===== src/rtl/dwl_pkg.sv =====
`timescale 1ns/1ps
// Shared types for the divided-wordline array.
package dwl_pkg;
    // Kind of access granted in the current cycle.
    typedef enum logic [1:0] {
        ACC_IDLE  = 2'd0,
        ACC_READ  = 2'd1,
        ACC_WRITE = 2'd2
    } acc_kind_t;
endpackage


===== src/rtl/dwl_onehot_dec.sv =====
`timescale 1ns/1ps
// One-hot decoder: drives exactly one of N lines while enabled, none otherwise.
// Assumes N <= 2**W.
module dwl_onehot_dec #(
    parameter int N = 4,
    parameter int W = 2
) (
    input  logic         en,
    input  logic [W-1:0] sel,
    output logic [N-1:0] line
);
    // One comparator per output line.
    for (genvar i = 0; i < N; i++) begin : g_line
        assign line[i] = en && (sel == W'(i));
    end
endmodule


===== src/rtl/dwl_access_ctrl.sv =====
`timescale 1ns/1ps
// Access gate: grants a read or write only when precharge is released, standby is
// low and a precharge phase has been seen since the previous granted access.
// Assumes the inputs are synchronous to clk.
module dwl_access_ctrl
    import dwl_pkg::*;
(
    input  logic      clk,
    input  logic      rst_n,
    input  logic      req,
    input  logic      wr_en,
    input  logic      pchg_n,
    input  logic      standby,
    output acc_kind_t kind
);
    logic primed;

    // Grant decision for the present cycle.
    always_comb begin
        kind = ACC_IDLE;
        if (rst_n && req && pchg_n && !standby && primed)
            kind = wr_en ? ACC_WRITE : ACC_READ;
    end

    // Priming flag: set by a precharge phase, consumed by a granted access.
    always_ff @(posedge clk) begin
        if (!rst_n)
            primed <= 1'b1;
        else if (!pchg_n)
            primed <= 1'b1;
        else if (kind != ACC_IDLE)
            primed <= 1'b0;
    end

    // Two granted accesses in a row are impossible without a precharge between.
    assert_prime_gate_R8: assert property (@(posedge clk) disable iff (!rst_n)
        (kind != ACC_IDLE) |=> (kind == ACC_IDLE));
endmodule


===== src/rtl/dwl_cell_array.sv =====
`timescale 1ns/1ps
// Cell matrix with per-cell local wordlines formed from row wordline AND column
// dataline. Only the cell whose local wordline is high is read or written.
// Assumes at most one row wordline and one dataline are high at a time.
module dwl_cell_array #(
    parameter int ROWS = 4,
    parameter int COLS = 4,
    localparam int CELLS = ROWS * COLS
) (
    input  logic             clk,
    input  logic             rst_n,
    input  logic [ROWS-1:0]  rwl,
    input  logic [COLS-1:0]  dl,
    input  logic             wr,
    input  logic             din,
    output logic [CELLS-1:0] lwl,
    output logic [COLS-1:0]  col_val
);
    logic [CELLS-1:0] cells;

    for (genvar r = 0; r < ROWS; r++) begin : g_row
        for (genvar c = 0; c < COLS; c++) begin : g_col
            localparam int IDX = r * COLS + c;
            // Local wordline gate for this cell.
            assign lwl[IDX] = rwl[r] & dl[c];
            // Storage bit: cleared by reset, written only when opened for a write.
            always_ff @(posedge clk) begin
                if (!rst_n)
                    cells[IDX] <= 1'b0;
                else if (lwl[IDX] && wr)
                    cells[IDX] <= din;
            end
        end
    end

    // Column sense: the opened cell of each column drives its value.
    always_comb begin
        col_val = '0;
        for (int c = 0; c < COLS; c++)
            for (int r = 0; r < ROWS; r++)
                col_val[c] = col_val[c] | (lwl[r*COLS+c] & cells[r*COLS+c]);
    end

    assert_one_lwl_R5: assert property (@(posedge clk) disable iff (!rst_n)
        $onehot0(lwl));
    assert_cell_hold_R7: assert property (@(posedge clk) disable iff (!rst_n)
        (lwl == '0) |=> $stable(cells));
endmodule


===== src/rtl/dwl_sram_array.sv =====
`timescale 1ns/1ps
// Divided-wordline static memory: row and column decoders, gated local
// wordlines, bitline pair per column and a registered read-out bit per column.
// Assumes synchronous inputs; the precharge control is active low.
module dwl_sram_array
    import dwl_pkg::*;
#(
    parameter int ROWS = 4,
    parameter int COLS = 4,
    localparam int RW = (ROWS > 1) ? $clog2(ROWS) : 1,
    localparam int CW = (COLS > 1) ? $clog2(COLS) : 1,
    localparam int CELLS = ROWS * COLS
) (
    input  logic             clk,
    input  logic             rst_n,
    input  logic             req,
    input  logic [RW-1:0]    row_addr,
    input  logic [CW-1:0]    col_addr,
    input  logic             wr_en,
    input  logic             pchg_n,
    input  logic             standby,
    input  logic             din,
    output logic [COLS-1:0]  dout,
    output logic [CELLS-1:0] lwl,
    output logic [COLS-1:0]  bl,
    output logic [COLS-1:0]  blb
);
    acc_kind_t       kind;
    logic            active;
    logic [ROWS-1:0] rwl;
    logic [COLS-1:0] dl;
    logic [COLS-1:0] col_val;

    dwl_access_ctrl u_ctrl (
        .clk(clk), .rst_n(rst_n), .req(req), .wr_en(wr_en),
        .pchg_n(pchg_n), .standby(standby), .kind(kind)
    );

    assign active = (kind != ACC_IDLE);

    dwl_onehot_dec #(.N(ROWS), .W(RW)) u_row_dec (
        .en(active), .sel(row_addr), .line(rwl)
    );
    dwl_onehot_dec #(.N(COLS), .W(CW)) u_col_dec (
        .en(active), .sel(col_addr), .line(dl)
    );

    dwl_cell_array #(.ROWS(ROWS), .COLS(COLS)) u_arr (
        .clk(clk), .rst_n(rst_n), .rwl(rwl), .dl(dl),
        .wr(kind == ACC_WRITE), .din(din), .lwl(lwl), .col_val(col_val)
    );

    // Bitline pair per column: precharged high, split only on the opened column.
    always_comb begin
        for (int c = 0; c < COLS; c++) begin
            bl[c]  = 1'b1;
            blb[c] = 1'b1;
            if (pchg_n && dl[c]) begin
                bl[c]  = (kind == ACC_WRITE) ? din : col_val[c];
                blb[c] = ~bl[c];
            end
        end
    end

    // Read-out register: the selected column captures its cell on a read.
    always_ff @(posedge clk) begin
        if (!rst_n)
            dout <= '0;
        else
            for (int c = 0; c < COLS; c++)
                if (kind == ACC_READ && dl[c])
                    dout[c] <= col_val[c];
    end

    assert_pchg_high_R6: assert property (@(posedge clk) disable iff (!rst_n)
        !pchg_n |-> ((&bl) && (&blb)));
    assert_bl_split_R9: assert property (@(posedge clk) disable iff (!rst_n)
        active |-> ($countones(bl ^ blb) == 1));
    assert_standby_quiet_R7: assert property (@(posedge clk) disable iff (!rst_n)
        standby |-> (lwl == '0));
    assert_dout_hold_R10: assert property (@(posedge clk) disable iff (!rst_n)
        (kind != ACC_READ) |=> $stable(dout));
    assert_lwl_match_R2: assert property (@(posedge clk) disable iff (!rst_n)
        active |-> lwl[row_addr*COLS + col_addr]);
endmodule


===== config.mk =====
export PLATFORM = sky130hd
export DESIGN_NAME = dwl_sram_array
export DESIGN_NICKNAME = d
export VERILOG_FILES = /design/src/rtl/dwl_pkg.sv /design/src/rtl/dwl_onehot_dec.sv /design/src/rtl/dwl_access_ctrl.sv /design/src/rtl/dwl_cell_array.sv /design/src/rtl/dwl_sram_array.sv
export SDC_FILE = /design/constraint.sdc
export NUM_CORES = 1
export LEC_CHECK = 0
export ABC_CLOCK_PERIOD_IN_PS = 3400
export BUFFER_PORTS_ARGS = -buffer_cell sky130_fd_sc_hd__buf_4
export CAP_MARGIN = 15
export CELL_PAD_IN_SITES_DETAIL_PLACEMENT = 1
export CELL_PAD_IN_SITES_GLOBAL_PLACEMENT = 2
export CORE_UTILIZATION = 32
export DETAILED_ROUTE_END_ITERATION = 10
export PLACE_DENSITY_LB_ADDON = 0.1
export SYNTH_ARGS = -nofsm -noshare
export SYNTH_HDL_FRONTEND = slang
export SYNTH_SLANG_ARGS = --single-unit

===== constraint.sdc =====
create_clock -name clk -period 3.4 [get_ports clk]
set_input_delay 0.51 -clock clk [delete_from_list [all_inputs] [get_ports clk]]
set_output_delay 0.51 -clock clk [all_outputs]
set_load 0.05 [all_outputs]

### After elaboration in Yosys (flattened, before gate mapping)

Index checks and enable logic that the tools add are counted.

| operators by class | value |
|---|---|
| equality and inequality tests | 8 |
| reductions and logical operators | 41 |
| mux-type cells | 14 |
| bitwise logic cells | 48 |

Operators by type and width:

| operator | count |
|---|---|
| $logic_and 1x1->1 | 36 |
| $and 1x1->1 | 32 |
| $mux 1 | 12 |
| $or 1x1->1 | 12 |
| $eq 2x2->1 const B | 5 |
| $eq 2x1->1 const B | 3 |
| $logic_not 2->1 | 2 |
| $mux 2 | 2 |
| $not 1->1 | 4 |
| $reduce_and 2->1 | 1 |
| $reduce_bool 2->1 | 1 |
| $logic_not 1->1 | 1 |

| word-level totals | value |
|---|---|
| bits of input ports | 11 |
| output and inout port bits | 28 |
| register bits after elaboration | 21 |
| logic and storage cells | 132 |

### Logic depth before layout (Yosys ltp)

Gate-level depths: netlist (run 1).

| depth | value |
|---|---|
| word-level depth | 15 |
| gate-level depth with buffers | 5 |

### Modules after synthesis

From an unflattened synthesis (run 1), not the netlist that was laid out.

| unflattened totals | value |
|---|---|
| cells, all modules | 155 |
| area total of the unflattened synthesis | 1,330.0 um^2 |

Modules (own cells, without submodules):

| module | instances | sequential area each (um^2) | area an instance (um^2) | cells an instance |
|---|---|---|---|---|
| dwl_cell_array | 1 | 320.3 | 895.9 | 102 |
| dwl_sram_array | 1 | 80.1 | 289.0 | 38 |
| dwl_onehot_dec | 2 | 0.0 | 37.5 | 4 |
| dwl_access_ctrl | 1 | 20.0 | 70.1 | 7 |

### Worst setup path after synthesis (run 1)

No wires, ideal clock.

| timing path | value |
|---|---|
| path type | input -> output |
| start point | input port rst_n |
| end point | output port lwl[3] |
| slack | 0.716 ns |
| required time | 2.890 ns |
| path buffers | 2 |
| arrival | 2.174 ns |
| stages | 5 |
| path through | buf_4 nand3_4 or2_1 buf_6 nor3_1 |

| between the ends | value |
|---|---|
| cells in the longest elaborated chain, start to end | 8 |
| elaborated cells on any way between the ends | 9 |

Ends and longest elaborated chain:

| what | RTL line | source |
|---|---|---|
| from (decl) | dwl_sram_array.sv:15 | `input logic rst_n,` |
| $logic_and 1x1->1 (*) (4 in a row) | dwl_access_ctrl.sv:21 | `if (rst_n && req && pchg_n && !standby && primed)` |
| $mux 2 (*) | dwl_access_ctrl.sv:21 |  |
| $reduce_bool 2->1 (*) | dwl_sram_array.sv:39 | `assign active = (kind != ACC_IDLE);` |
| $logic_and 1x1->1 | dwl_onehot_dec.sv:14 | `assign line[i] = en && (sel == W'(i));` |
| $and 1x1->1 (*) | dwl_cell_array.sv:25 | `assign lwl[IDX] = rwl[r] & dl[c];` |
| to (decl) | dwl_sram_array.sv:24 | `output logic [CELLS-1:0] lwl,` |

Mark *: on every way between the ends. The rest lies on a longest branch, timed or not.

### Worst setup path in the final report (run 1)

| timing path | value |
|---|---|
| start point | input port rst_n |
| end point | output port blb[0] |

| between the ends | value |
|---|---|
| cells in the longest elaborated chain, start to end | 15 |
| elaborated cells on any way between the ends | 27 |

Ends and longest elaborated chain:

| what | RTL line | source |
|---|---|---|
| $logic_and 1x1->1 (*) (4 in a row) | dwl_access_ctrl.sv:21 |  |
| $mux 2 (*) | dwl_access_ctrl.sv:21 |  |
| $reduce_bool 2->1 | dwl_sram_array.sv:39 |  |
| $logic_and 1x1->1 | dwl_onehot_dec.sv:14 |  |
| $and 1x1->1 | dwl_cell_array.sv:25 |  |
| $and 1x1->1 | dwl_cell_array.sv:41 | `col_val[c] = col_val[c] \| (lwl[r*COLS+c] & cells[r*COLS+c]);` |
| $or 1x1->1 (3 in a row) | dwl_cell_array.sv:41 |  |
| $mux 1 | dwl_sram_array.sv:59 | `bl[c] = (kind == ACC_WRITE) ? din : col_val[c];` |
| $not 1->1 | dwl_sram_array.sv:60 | `blb[c] = ~bl[c];` |
| $mux 1 (*) | dwl_sram_array.sv:58 | `if (pchg_n && dl[c]) begin` |
| to (decl) | dwl_sram_array.sv:26 | `output logic [COLS-1:0] blb` |

Marks and branches as above.

==> results of run 1 <==
[path summary, 6_finish.rpt]
| kind | cells after the start | endpoint | slack [ps] |
|---|---|---|---|
| max | 5 | blb[0] | 740 |
| max reg2reg | 4 | u_arr.cells[6]$_SDFFE_PN0P_ | 1970 |
| min reg2reg | 2 | dout[1]$_SDFFE_PN0P_ | 460 |
| min | 2 | dout[1]$_SDFFE_PN0P_ | 460 |
[sequential cells by signal (all words and copies together) (netlist names)]
name and flops:
dout 4, u_arr.cells 16, u_ctrl.primed 1
[cell families after synthesis]
group	after synthesis	share of synthesized area (%)
multiplexers	16	12.3
AND/OR/NAND/NOR	69	29.5
AO/OA/AOI/OAI	33	20.0
buffers and inverters	19	7.73
flip-flops	21	30.5
[per-layer routing]
layer | GRT usage (%) | vias up | share of wire, %
met4 | 5.85 | 0 | 1.5
met1 | 25.1 | 677 | 44
met3 | 3.72 | 10 | 2.9
met2 | 34.7 | 33 | 51
li1 | - | 651 | -
met5 | 0 | - | 0
[placed cells by master (no fill, tap or decap), types with 3 or more instances in the layout]
cell type and instances:
o311ai_0 3, inv_1 3, o31ai_1 12, dfxtp_1 21
or2_1 6, clkbuf_8 3, nor2_1 12, buf_4 40
nand4_1 3, nor3_1 7, o311ai_1 9, nand2_1 15
nand3b_1 3, mux2i_1 12, nor4_1 3, nand2b_1 8
mux2_2 3
[worst register-to-register path: cells and delay by family, from the launching register on]
kind | cells | cell delay [ps]
AO/OA/AOI/OAI | 1 | 290
AND/OR/NAND/NOR | 2 | 490
flip-flops | 1 | 360
buffers and inverters | 1 | 200
[power groups by stage]
stage | clock network [mW] | registers (mW) | logic [mW]
floorplan | 0 | 0.253 | 0.0505
global placement | 0 | 0.253 | 0.0724
detailed placement | 0 | 0.253 | 0.0748
CTS | 0.175 | 0.247 | 0.0749
global route | 0.185 | 0.247 | 0.0818
finish | 0.167 | 0.247 | 0.0752
[final cells by class]
cell class	instances	area, µm²	area share, %
Inverter	3	11.3	0.666
Sequential cell	21	420	24.9
Multi-Input combinational cell	118	850	50.3
Tap cell	50	62.6	3.70
Clock buffer	3	41.3	2.44
Timing Repair Buffer	40	300	17.8
Clock inverter	1	5.00	0.296
[metrics by stage]
step | instances | instance area, µm² | util [%] | setup slack (ps)
floorplan | 158 | 1380 | - | 716
global placement | 232 | 1640 | 40.5 | 896
detailed placement | 232 | 1640 | 40.5 | 768
CTS | 236 | 1690 | 41.7 | 760
global route | 236 | 1690 | 41.7 | 647
finish | 236 | 1690 | 41.7 | 743
==> results.json, run 1 <==
{
  "status": "complete, no violations",
  "internal-power_mw": 0.352,
  "setup_viol": 0,
  "clockBufferDepth": 2,
  "postCtsHoldBufs": 0,
  "viasPerCell": 5.81,
  "fin_tns_setup_ps": 0,
  "h-tree-depth": 1,
  "wire_per_inst_um": 17.8,
  "start_util_pct": 33.9,
  "antennaDiodeCount": 0,
  "powerDensity_mw_per_mm2": 290,
  "cts_tree": "built",
  "crit_chain": "buf_4 > nand3b_1 > or2_1 > or2_1 > buf_4",
  "totalWireLength_mm": 4.21,
  "synth_top_area_share_pct": 30.5,
  "drv_slew": 0,
  "post_cts_buffers": 0,
  "period_minus_slack_ps": 2660,
  "clock_skew_ps": 6.27,
  "synthCells": 158,
  "crit_path_end_kind": "output pin",
  "first_global_vias": 1379,
  "synth-seq-cells": 21,
  "total_power_mw": 0.490,
  "drtAntennaViolNets": 0,
  "syn_avg_cell_area_um2": 8.71,
  "synth_area_leader_cell": "dfxtp_1",
  "seqPwrFrac_pct": 50.4,
  "syn2layout_area_growth_pct": 22.8,
  "slowest_stage": "or2_1",
  "portBuffers": 38,
  "synth_nets": 169,
  "die_h_um": 67.6,
  "grt_pass1_wl_mm": 6.91,
  "swShare_pct": 28.1,
  "ys.flop_type": "dfxtp_1",
  "min_path_type": "reg2reg",
  "rsz0062_at_grt": "no",
  "drtPass1Iterations": 4,
  "yosysSeqAreaShare_pct": 30.5,
  "initialDrtViolationCount": 74,
  "worstHoldStart": "dout[1]$_SDFFE_PN0P_",
  "yosys_warnings": 0,
  "p_switching_mw": 0.138,
  "fin_nets": 198,
  "comb_power_share_pct": 15.4,
  "syn_area_mm2": 0.00138,
  "grt_antenna_before_repair": 0,
  "cts_root_buf": "clkbuf_8",
  "cts_resized": 0,
  "boundaryPins": 39,
  "synth_common_cells": "21 x dfxtp_1, 15 x nand2_1, 12 x mux2i_1, 12 x nor2_1, 12 x o31ai_1",
  "p_leak_nw": 0.642,
  "critPathKind": "in2out",
  "min_period_over_period_pct": 78.1,
  "clock_latency_ps": 260,
  "synth.area.top_cells": "dfxtp_1 31%, mux2i_1 8.7%, o31ai_1 6.5%",
  "drv_cap": 0,
  "slowest_delay_ps": 490,
  "n_fill_cell": 479,
  "post-route-drc-count": 0,
  "vdd.ir_drop.worst_mv": 0.199,
  "cts_buffers": 3,
  "whs_ps": 464,
  "hold_violations": 0,
  "dpl.hpwl_mm": 3.04,
  "cp_max_fo": 27,
  "path_buf_inv": 2,
  "required_ps": 2890,
  "crit_start": "rst_n",
  "fp.coreArea_mm2": 0.00406,
  "relSlewSlack_pct": 57.8,
  "start_kind": "input port",
  "clk_pin_slew_ps": 80,
  "overflow": 0,
  "die_w_um": 67.6,
  "vias": 1371,
  "pwr-share-clk_pct": 34.2,
  "drive_gt1_share_pct": 29.0,
  "gp_congestion": 0.764,
  "die-area_mm2": 0.00457,
  "grt_max_degree": 28,
  "async_flop_share_pct": 0,
  "tightest_slew_ps": 631,
  "synthDistinctLibCells": 37,
  "synth_edf_count": 0,
  "cp_top_family": "simple AND/OR/NAND/NOR gates",
  "rows": 23,
  "cts_sinks": 21,
  "track_usage_pct": 20.1,
  "yosysMostFrequentCell": "dfxtp_1",
  "arrival_ps": 2150,
  "max_freq_mhz": 376,
  "r2r_start": "u_ctrl.primed$_SDFFE_PN1N_"
}
Note: power is estimated with default switching activity, not from simulation.
==> run 2: changes to the inputs <==
ABC_CLOCK_PERIOD_IN_PS = 2500   (was 3400)
CORE_UTILIZATION = 30   (was 32)
clock period = 2.5 ns   (was 3.4 ns; I/O delays follow)
==> run 2 against run 1 <==
Compared with the run above: first-iteration DRC count fell by 27%; sequential cell count unchanged; register-to-register slack lost 840 ps; clock power up 40%; sequential share of layout area is 0.26 points lower; critical endpoint unchanged; worst hold slack got worse by 120 ps.
==> results.json, run 2 (synthesis gave the netlist of run 1 again) <==
{
  "ff2ff_setup_slack_ps": 1130,
  "die_h_um": 69.7,
  "clock_latency_ps": 260,
  "cts_buffers": 3,
  "postCtsHoldBufs": 0,
  "die_w_um": 69.7,
  "antennaDiodeCount": 0,
  "clock_skew_ps": 6.40,
  "initialDrtViolationCount": 54,
  "comb_power_share_pct": 15.4,
  "fin_tns_setup_ps": 0,
  "h-tree-depth": 1,
  "relSlewSlack_pct": 62.0,
  "swShare_pct": 28.6,
  "tightest_slew_ps": 568,
  "grt_antenna_before_repair": 0,
  "period_minus_slack_ps": 2120,
  "min_period_over_period_pct": 84.7,
  "viasPerCell": 5.80,
  "drtAntennaViolNets": 0,
  "start_util_pct": 31.4,
  "final_common_cell": "buf_4",
  "max_freq_mhz": 472,
  "boundaryPins": 39,
  "hold_path_end": "u_ctrl.primed$_SDFFE_PN1N_",
  "cp_max_fo": 22,
  "p_switching_mw": 0.192,
  "rr_worst_depth": 4,
  "top_regs": "u_arr.cells: 16 flops, dout: 4 flops, u_ctrl.primed: 1 flops",
  "clk_pin_slew_ps": 80,
  "largest_reg_flops": 16,
  "powerDensity_mw_per_mm2": 394,
  "required_ps": 2120,
  "post_cts_buffers": 0,
  "drv_slew": 0,
  "cts_tree": "built",
  "internal-power_mw": 0.480,
  "pre_cts_slack_ps": 384,
  "vdd.ir_drop.worst_mv": 0.168,
  "worst_slack_ps": 382,
  "start_kind": "input port",
  "crit_path_end_kind": "output pin",
  "gp_congestion": 0.718,
  "fin_nets": 200,
  "syn2layout_area_growth_pct": 24.1,
  "rsz0062_at_grt": "no",
  "layout_common_cells": "42 x buf_4, 21 x dfxtp_1, 15 x nand2_1",
  "r2r-end": "dout[2]$_SDFFE_PN0P_",
  "p_leak_nw": 0.651,
  "grt_max_degree": 24,
  "vias": 1393,
  "worstHoldStart": "pchg_n",
  "fin_area_mm2": 0.00171,
  "cts_resized": 0,
  "fp.coreArea_mm2": 0.00438,
  "multiInputGateArea_um2": 850,
  "r2r_start": "u_ctrl.primed$_SDFFE_PN1N_",
  "hold_violations": 0,
  "largest-register": "u_arr.cells",
  "rows": 24,
  "regArea_um2": 420,
  "overflow": 0,
  "totalWireLength_mm": 4.14,
  "seqPwrFrac_pct": 50.0,
  "cts_sinks": 21,
  "hold_depth": 2,
  "arrival_ps": 1740,
  "dpl.hpwl_mm": 3.01,
  "track_usage_pct": 17.7,
  "grt_pass1_wl_mm": 6.90,
  "first_global_vias": 1401,
  "die-area_mm2": 0.00486,
  "drv_cap": 0,
  "critPathKind": "in2out",
  "post-route-drc-count": 0,
  "wire_per_inst_um": 17.2,
  "clockBufferDepth": 2,
  "placed_cell_area_mm2": 0.00166,
  "cts_root_buf": "clkbuf_8",
  "n_fill_cell": 541,
  "portBuffers": 38,
  "drive_gt1_share_pct": 29.8,
  "min_path_type": "in2reg",
  "drtPass1Iterations": 4,
  "pwr-share-clk_pct": 34.7,
  "status": "complete, no violations",
  "final_util_pct": 39.0,
  "setup_viol": 0
}
-- run 2: how the worst max path moves through the flow --
stage,start,to
floorplan,rst_n,lwl[3]
global placement,row_addr[1],blb[0]
detailed placement,row_addr[1],blb[0]
CTS,row_addr[1],blb[0]
global route,row_addr[1],blb[0]
finish,row_addr[1],blb[0]
-- run 2: critical path, stage by stage --
cell	delay (ps)
buf_4	260
mux2_2	380
a222oi_1	370
or2_1	160
buf_4	190
-- run 2: area by class of cell --
| cell class | count | share of cell area (%) |
|---|---|---|
| clock buffers | 3 | 2.42 |
| clock inverters | 1 | 0.293 |
| inverters | 3 | 0.659 |
| multi-input cells | 118 | 49.7 |
| flip-flops and latches | 21 | 24.6 |
| well taps | 52 | 3.81 |
| repair buffers | 42 | 18.5 |
-- run 2: power by group through the flow --
stage / Clock (mW) / Combinational (mW) / Sequential, mW
global route: 0.255 / 0.113 / 0.336
floorplan: 0 / 0.0687 / 0.344
global placement: 0 / 0.101 / 0.344
CTS: 0.240 / 0.103 / 0.336
detailed placement: 0 / 0.103 / 0.344
finish: 0.233 / 0.103 / 0.336
-- run 2: layer usage --
| metal | global-route usage, % | up-vias | part of all wire, % |
|---|---|---|---|
| met5 | 0 | - | 0 |
| met4 | 3.78 | 0 | 0.46 |
| met3 | 2.91 | 2 | 4.1 |
| met2 | 30.6 | 37 | 49 |
| met1 | 23.1 | 695 | 47 |
| li1 | - | 659 | - |
-- run 2: stage by stage --
step	std cells	hold WS, ps	total power, mW
CTS	240	343	0.679
global route	240	355	0.704
floorplan	158	431	0.413
finish	240	346	0.672
global placement	236	449	0.445
detailed placement	236	456	0.447
==> run 3: changes to the inputs <==
ABC_CLOCK_PERIOD_IN_PS = 1720   (was 2500)
CORE_UTILIZATION = 27   (was 30)
clock period = 1.72 ns   (was 2.5 ns; I/O delays follow)
==> run 3 against run 2 <==
Compared with the run above: the run now ends with negative setup slack left; non-clock buffer count rose by 26; worst hold slack got worse by 120 ps; first-iteration DRC count rose by 5.6%; clock power rose by 42%; sequential power rose by 45%; cell count rose by 17%; final area rose by 32%; worst setup slack got worse by 510 ps; largest cell class unchanged.
==> results.json, run 3 (synthesis gave the netlist of run 1 again) <==
{
  "status": "finished with violations",
  "violations": "negative setup slack",
  "cp_max_fo": 2,
  "post-route-drc-count": 0,
  "vias": 1491,
  "gp_congestion": 0.790,
  "die_w_um": 73.4,
  "initialDrtViolationCount": 57,
  "crit_path_end_kind": "output pin",
  "final_common_cell": "buf_4",
  "die-area_mm2": 0.00539,
  "h-tree-depth": 1,
  "antennaDiodeCount": 0,
  "tightest_slew_ps": 408,
  "totalWireLength_mm": 4.87,
  "required_ps": 1460,
  "clock_latency_ps": 260,
  "cts_root_buf": "clkbuf_8",
  "max_freq_mhz": 540,
  "grt_antenna_before_repair": 0,
  "largest_reg_flops": 16,
  "period_minus_slack_ps": 1850,
  "critPathKind": "reg2out",
  "min_period_over_period_pct": 108,
  "dp_cells": 270,
  "n_fill_cell": 565,
  "syn2layout_area_growth_pct": 63.3,
  "cts_tree": "built",
  "viasPerCell": 5.31,
  "vdd.ir_drop.worst_mv": 0.167,
  "grt_max_degree": 17,
  "clock_skew_ps": 5.16,
  "overflow": 0,
  "start_kind": "flop",
  "slowest_delay_ps": 370,
  "boundaryPins": 39,
  "die_h_um": 73.4,
  "arrival_ps": 1590,
  "top_regs": "u_arr.cells: 16 flops, dout: 4 flops, u_ctrl.primed: 1 flops",
  "wire_per_inst_um": 17.3,
  "hold_violations": 0,
  "largest-register": "u_arr.cells",
  "min_path_type": "in2reg",
  "cts_sinks": 21,
  "fin_nets": 226,
  "dpl.hpwl_mm": 3.47,
  "rsz0062_at_grt": "yes",
  "portBuffers": 38,
  "postCtsHoldBufs": 0,
  "layout_common_cells": "43 x buf_4, 19 x buf_6, 17 x dfxtp_1",
  "setup_viol": 9,
  "total_power_mw": 1.03,
  "grt_pass1_wl_mm": 7.69,
  "fp.coreArea_mm2": 0.00482,
  "final_util_pct": 46.6,
  "track_usage_pct": 19.1,
  "drtPass1Iterations": 4,
  "powerDensity_mw_per_mm2": 456,
  "drive_gt1_share_pct": 52.3,
  "cts_buffers": 3,
  "drv_cap": 0,
  "slowest_stage": "a222oi_1",
  "worst_slack_ps": -131,
  "crit_chain": "mux2_4 > a222oi_1 > or2_1 > buf_6",
  "drtAntennaViolNets": 0,
  "clockBufferDepth": 2,
  "final_cells": 281,
  "rows": 25,
  "first_global_vias": 1541,
  "clk_pin_slew_ps": 80,
  "fin_tns_setup_ps": -452,
  "drv_slew": 0,
  "p_leak_nw": 0.849,
  "relSlewSlack_pct": 72.5,
  "start_util_pct": 28.6
}
-- run 3: changes by cell type in the layout (fill, tap and decap cells not counted), sizes merged --
cell | previous run | this run
buf | 42 | 68
-- run 3: power breakdown --
part,switching (mW),internal (mW),total (mW)
Combinational,0.130,0.0775,0.207
Sequential,0.00107,0.487,0.488
Clock,0.168,0.162,0.330
Total,0.300,0.726,1.03
-- run 3: critical path, delay by kind of cell (launching register included) --
kind	cells	cell delay (ps)
AO/OA/AOI/OAI	1	370
buffers and inverters	1	160
multiplexers	1	270
flip-flops	1	330
AND/OR/NAND/NOR	1	190
-- run 3: per-stage QoR --
| step | area (µm²) | hold slack [ps] | setup WS (ps) |
|---|---|---|---|
| 5_1_grt | 2250 | 231 | -195 |
| 2_1_floorplan | 1420 | 330 | -93.6 |
| 4_1_cts | 2080 | 226 | -133 |
| 3_3_place_gp | 1880 | 450 | 0.0858 |
| 6_report | 2250 | 229 | -131 |
| 3_5_place_dp | 1880 | 453 | -59.2 |
-- run 3: final cells by class --
type	count	area, µm²	area share (%)
inverters	3	11.3	0.501
clock inverters	1	5.00	0.223
flip-flops and latches	21	425	18.9
well taps	67	83.8	3.73
repair buffers	68	632	28.1
clock buffers	3	41.3	1.84
multi-input cells	118	1050	46.7
-- run 3: layer usage --
layer / track usage, % / routed length, µm
met1: 23.3 / 2140
met2: 34.8 / 2470
met3: 2.33 / 193
met4: 5.98 / 71
met5: 0 / 0
-- run 3: timing repair --
item,in CTS,in global routing
endpoints found under the setup margin,20,29
pin swaps,11,3
setup buffers,7,2
gates resized for setup,30,35
-- run 3: final timing paths --
kind	depth (start not counted)	slack (ps)	endpoint	from
hold reg to reg	2	470	dout[0]$_SDFFE_PN0P_	dout[0]$_SDFFE_PN0P_
hold / removal	2	230	u_ctrl.primed$_SDFFE_PN1N_	pchg_n
setup reg to reg	6	90	dout[2]$_SDFFE_PN0P_	u_ctrl.primed$_SDFFE_PN1N_
setup / recovery	4	-130	blb[0]	u_arr.cells[4]$_SDFFE_PN0P_
